<file path="src/rtl/edge_stamp_pkg.sv">
package edge_stamp_pkg;

    // Depth of the synchronizer in front of the change detector
    localparam int SYNC_DEPTH = 2;

    // What the record decision produced in a given sample period
    typedef enum logic [1:0] {
        REC_NONE = 2'd0,
        REC_EDGE = 2'd1,
        REC_FILL = 2'd2
    } rec_kind_e;

    // Largest count an elapsed counter of the given width can hold
    function automatic int unsigned stamp_limit(input int unsigned width);
        return (32'd1 << width) - 32'd1;
    endfunction

endpackage

</file>
<file path="src/rtl/es_sync.sv">
module es_sync #(
    parameter int W      = 16,
    parameter int STAGES = 2
) (
    input  logic         clk,
    input  logic         rst,
    input  logic [W-1:0] d,
    output logic [W-1:0] q
);
    logic [STAGES-1:0][W-1:0] stg;

    always_ff @(posedge clk) begin
        if (rst) begin
            stg <= '0;
        end else begin
            stg[0] <= d;
            for (int i = 1; i < STAGES; i++) begin
                stg[i] <= stg[i-1];
            end
        end
    end

    assign q = stg[STAGES-1];
endmodule

</file>
<file path="src/rtl/es_change_detect.sv">
module es_change_detect #(
    parameter int LINES = 8
) (
    input  logic [LINES-1:0] cur,
    input  logic [LINES-1:0] prev,
    input  logic [LINES-1:0] glitch,
    output logic             any_event,
    output logic             any_glitch
);
    logic [LINES-1:0] edge_mask;

    always_comb begin
        edge_mask  = cur ^ prev;
        any_glitch = |glitch;
        any_event  = (|edge_mask) | any_glitch;
    end
endmodule

</file>
<file path="src/rtl/es_elapsed.sv">
module es_elapsed #(
    parameter int CNT_W = 15
) (
    input  logic             clk,
    input  logic             rst,
    input  logic             clear,
    input  logic             enable,
    output logic [CNT_W-1:0] cnt,
    output logic             at_limit
);
    localparam logic [CNT_W-1:0] NEAR_MAX = {{(CNT_W-1){1'b1}}, 1'b0};

    always_ff @(posedge clk) begin
        if (rst || clear) begin
            cnt <= '0;
        end else if (enable) begin
            cnt <= cnt + 1'b1;
        end
    end

    assign at_limit = (cnt == NEAR_MAX);
endmodule

</file>
<file path="src/rtl/edge_stamp_capture.sv">
module edge_stamp_capture
    import edge_stamp_pkg::*;
#(
    parameter int LINES = 8,
    parameter int CNT_W = 15
) (
    input  logic                 clk,
    input  logic                 rst,
    input  logic                 run,
    input  logic                 mem_full,
    input  logic [LINES-1:0]     lines_in,
    input  logic [LINES-1:0]     multi_cross_in,
    output logic                 wr_en,
    output logic [2*LINES-1:0]   wr_value,
    output logic [2*LINES-1:0]   wr_stamp,
    output logic                 done,
    output logic                 glitch_evt
);
    localparam int WORD_W = 2 * LINES;
    localparam int BUS_W  = 2 * LINES;

    logic [BUS_W-1:0] synced;
    logic [LINES-1:0] cur_lvl, cur_gl, prev_lvl;
    logic             any_event, any_glitch;
    logic [CNT_W-1:0] elapsed;
    logic             at_limit;
    logic             active, clear_cnt;
    rec_kind_e        kind;
    logic [CNT_W-1:0] stamp_cnt;
    logic [WORD_W-1:0] value_n, stamp_n;
    logic             done_q;

    es_sync #(.W(BUS_W), .STAGES(SYNC_DEPTH)) u_sync (
        .clk (clk),
        .rst (rst),
        .d   ({multi_cross_in, lines_in}),
        .q   (synced)
    );

    assign cur_lvl = synced[LINES-1:0];
    assign cur_gl  = synced[BUS_W-1:LINES];

    es_change_detect #(.LINES(LINES)) u_detect (
        .cur        (cur_lvl),
        .prev       (prev_lvl),
        .glitch     (cur_gl),
        .any_event  (any_event),
        .any_glitch (any_glitch)
    );

    es_elapsed #(.CNT_W(CNT_W)) u_elapsed (
        .clk      (clk),
        .rst      (rst),
        .clear    (clear_cnt),
        .enable   (active),
        .cnt      (elapsed),
        .at_limit (at_limit)
    );

    always_comb begin
        active = run && !done_q && !mem_full;
        if (active && any_event)      kind = REC_EDGE;
        else if (active && at_limit)  kind = REC_FILL;
        else                          kind = REC_NONE;
        clear_cnt = !run || (kind != REC_NONE);
        stamp_cnt = elapsed + 1'b1;

        value_n = '0;
        value_n[LINES-1:0] = cur_lvl;
        if (kind == REC_EDGE) value_n[WORD_W-1:LINES] = cur_gl;

        stamp_n = '0;
        stamp_n[CNT_W-1:0]  = stamp_cnt;
        stamp_n[WORD_W-1]   = (kind == REC_FILL);
    end

    always_ff @(posedge clk) begin
        if (rst) begin
            prev_lvl   <= '0;
            wr_en      <= 1'b0;
            wr_value   <= '0;
            wr_stamp   <= '0;
            glitch_evt <= 1'b0;
            done_q     <= 1'b0;
        end else begin
            prev_lvl   <= cur_lvl;
            wr_en      <= (kind != REC_NONE);
            wr_value   <= value_n;
            wr_stamp   <= stamp_n;
            glitch_evt <= (kind == REC_EDGE) && any_glitch;
            done_q     <= done_q | mem_full;
        end
    end

    assign done = done_q;
endmodule

</file>
<file path="config.mk">
export PLATFORM = sky130hd
export DESIGN_NAME = edge_stamp_capture
export DESIGN_NICKNAME = d
export VERILOG_FILES = /design/src/rtl/edge_stamp_pkg.sv /design/src/rtl/es_sync.sv /design/src/rtl/es_change_detect.sv /design/src/rtl/es_elapsed.sv /design/src/rtl/edge_stamp_capture.sv
export SDC_FILE = /design/constraint.sdc
export NUM_CORES = 1
export LEC_CHECK = 0
export CORE_MARGIN = 3
export CORE_UTILIZATION = 50
export DETAILED_ROUTE_END_ITERATION = 12
export PLACE_DENSITY = 0.83
export SYNTH_ARGS = -nofsm -noshare
export SYNTH_HDL_FRONTEND = slang
export SYNTH_HIERARCHICAL = 1
export SYNTH_SLANG_ARGS = --single-unit
export TNS_END_PERCENT = 1
</file>
<file path="constraint.sdc">
create_clock -name clk -period 6.5 [get_ports clk]
set_input_delay 1.3 -clock clk [delete_from_list [all_inputs] [get_ports clk]]
set_output_delay 1.3 -clock clk [all_outputs]
set_load 0.02 [all_outputs]
</file>
==> qor.csv <==
metric;value;unit
remaining_drc_errors;0;
worst-slew-pin-transition;683;ps
crit_path_top_delay_cell;or4_1;
timing.setup.critical_path_class;primary input to register;
synth.net_count;330;
reg_to_reg_setup_timing_slack;3940;ps
power_switching_share;23.5;%
firstDrtPassIters;4;
i_o_buffers;54;
post_synth.cell_area_avg;10.2;um2
cts.sinks;82;
r2r_cells;7;
post_synth_main_area_contributors;dfxtp_1 53%, nor2b_1 8.6%, buf_4 4.6%;
detail_route.iter0.violations;130;
die-area;7240;um2
critical_path.reg2reg.startpoint;u_elapsed/cnt[5];
clockRootBuffer;clkbuf_8;
cts.hold.buffers_added;0;
setup_tns;0;ps
synth_edf_count;0;
critical_path.top_delay_family;simple AND/OR/NAND/NOR gates;
ctsLongestPathBuffers;2;
number_of_primary_i_o_pins;55;
register_bit_total_from_synthesis;82;
whs_path_depth;1;
synthesis_warning_total;6;
critical_path.reg2reg.endpoint;u_elapsed/cnt[8];
drive_gt1_share;7.98;%
grt.met3_usage;4.47;%
syn_to_final_growth;19.6;%
cts_max_level;3;
final_common_cell;dfxtp_1;
antennaDiodeCount;0;
globalRoute.busiestLayer;met2;
worst-endpoint-arrival;3710;ps
nNetsFinal;370;
wl;5400;um
netlist-cell-type-count;34;
post_cts.resized_instances;0;
gpl.final_weighted_congestion;0.788;
detail_route.wl_per_cell;12.7;um
holdCritPathClass;register to register;
max-cap-violations;0;
global_route.overflow_total;0;
switchingPower;209;uW
dp_hpwl;3570;um
internal_power;682;uW
path_buf_inv;2;
timing.slew.headroom;54.0;%
largest_driver_fanout_on_the_critical_path;15;
critPathMaxStageDelay;580;ps
min-delay-start;u_sync/stg[3];
vdd.ir_drop.worst;0.159;mV
number_of_global_route_vias_before_repair;2061;
timing.final.crit_share;52.8;%
clock_power_share;35.8;%
slew_viol_final;0;
report.final.setup_viol;0;
worst_hold_path.endpoint;u_sync/q[3];
rows;28;
cts_setup_buffers;0;
grt_util_met2;26.4;%
synth_area;3130;um2
route.detailed.vias_per_inst;5.20;
crit_start;run;
power_frac_comb;5.8;%
antenna_violating_nets_post_route;0;
via_count;2214;
rsz_0062_raised_after_global_routing;false;
post-route-min-period;3430;ps
antenna_found_initial;0;
path_cells;clkdlybuf4s50_1, or3b_2, inv_1, nand4_1, or4_1, a21oi_1;
seqPwrFrac;58.4;%
placed_instance_count;411;
chipHeight;85.1;um
track_usage;15.8;%
cp-end-kind;register;
max_freq;291;MHz
grt_pass1_wl;9140;um
tritoncts;done;
postSynth.asyncResetShare;0;%
floorplan.initialDensity;52.2;%
finClkSkew;6.50;ps
core_footprint;5990;um2
synth_top_area_share;52.5;%
cts_buffers;9;
clkTransAtPathRegs;80;ps
leakage;0.00128;uW
synth_sequential_area_ratio;52.5;%
die_width;85.1;um
cp.required;6770;ps
netlist_instances;307;
finalHoldViolCount;0;
final_cell_count_no_fill;426;
grt_util_met1;18.2;%
layout.cells.most_common_list;82 x dfxtp_1, 53 x clkdlybuf4s50_1, 43 x nor2b_1, 16 x nand2_1, 15 x nor2_1;
synth_largest_area_cell;dfxtp_1;
clock_latency_late_sink;350;ps
dominantRegCellSynth;dfxtp_1;
power_density;238;nW/um2
maximum_number_of_pins_on_one_net_before_global_route_repair;70;
status;finished, final reports clean;
critPathLaunchType;primary input;
-- layer usage --
| metal | part of all wire [%] | vias to the layer above | wire, um |
|---|---|---|---|
| li1 | - | 1119 | - |
| met1 | 40 | 1012 | 2170 |
| met2 | 51 | 71 | 2730 |
| met3 | 7.0 | 12 | 376 |
| met4 | 2.2 | 0 | 121 |
| met5 | 0 | - | 0 |
-- Yosys cell counts, types with 2 or more instances --
cell type  instances
a21oi_1           12
and2_1             9
buf_4             19
buf_6              3
clkbuf_1           3
dfxtp_1           82
ha_1               3
inv_1              8
mux2_2             2
mux2i_1            5
nand2_1           16
nand3_1            7
nand4_1           12
nand4_4            2
nor2_1            15
nor2b_1           43
nor4_1             8
nor4_2             2
o21ai_0            5
o31ai_1            8
or3_1              8
or3_2              3
or4_1              8
xnor2_1           10
xor2_1             5
-- area by class of cell --
class	instances	area, um2
fillers	483	2250
repair buffers	55	543
flip-flops and latches	82	1640
well taps	75	93.8
multi-input cells	191	1260
clock inverters	5	40.0
inverters	8	30.0
clock buffers	10	128
-- per-stage QoR --
stage	hold WS, ps	util [%]	worst slack [ps]	total power [uW]	instance area [um2]
floorplan	414	-	3670	568	3130
global placement	416	59.6	2810	583	3570
detailed placement	424	59.6	2780	584	3570
CTS	438	62.4	3110	901	3740
global route	458	62.4	2930	929	3740
finish	435	62.4	3070	891	3740
-- worst max path at each step --
stage                             endpoint  slack [ps]  cells after the start
after floorplan           u_elapsed/cnt[8]        3670                      7
after detailed placement  u_elapsed/cnt[5]        2780                      6
final                     u_elapsed/cnt[7]        3070                      6
after global placement    u_elapsed/cnt[5]        2810                      6
after global routing      u_elapsed/cnt[6]        2930                      6
after CTS                 u_elapsed/cnt[9]        3110                      6
-- cell families after synthesis --
logic type / after synthesis / share of synthesized area, %
multiplexers: 7 / 2.32
buffers and inverters: 34 / 7.13
adder cells (fa/ha/maj): 3 / 1.20
flip-flops: 82 / 52.5
AO/OA/AOI/OAI: 28 / 5.44
AND/OR/NAND/NOR: 138 / 27.2
XOR/XNOR: 15 / 4.20
-- power by group through the flow --
stage	registers [uW]	logic [uW]	clock network (uW)
global route	523	56.6	350
floorplan	534	33.7	0
CTS	521	52.1	328
finish	521	51.4	319
global placement	532	50.9	0
detailed placement	533	51.7	0
-- worst reg2reg max path, delay by kind of cell (launching register included) --
family,cells,cell delay (ps)
compound gates,3,880
simple gates,4,970
flops,1,590
-- flip-flops by register name (all words and copies together), names as in the netlist --
| name | count |
|---|---|
| u_sync/stg | 16 |
| u_sync/q | 16 |
| done | 1 |
| wr_value | 16 |
| glitch_evt | 1 |
| wr_en | 1 |
| u_elapsed/cnt | 15 |
| wr_stamp | 16 |
No activity file was read; power rests on OpenSTA's default activity.
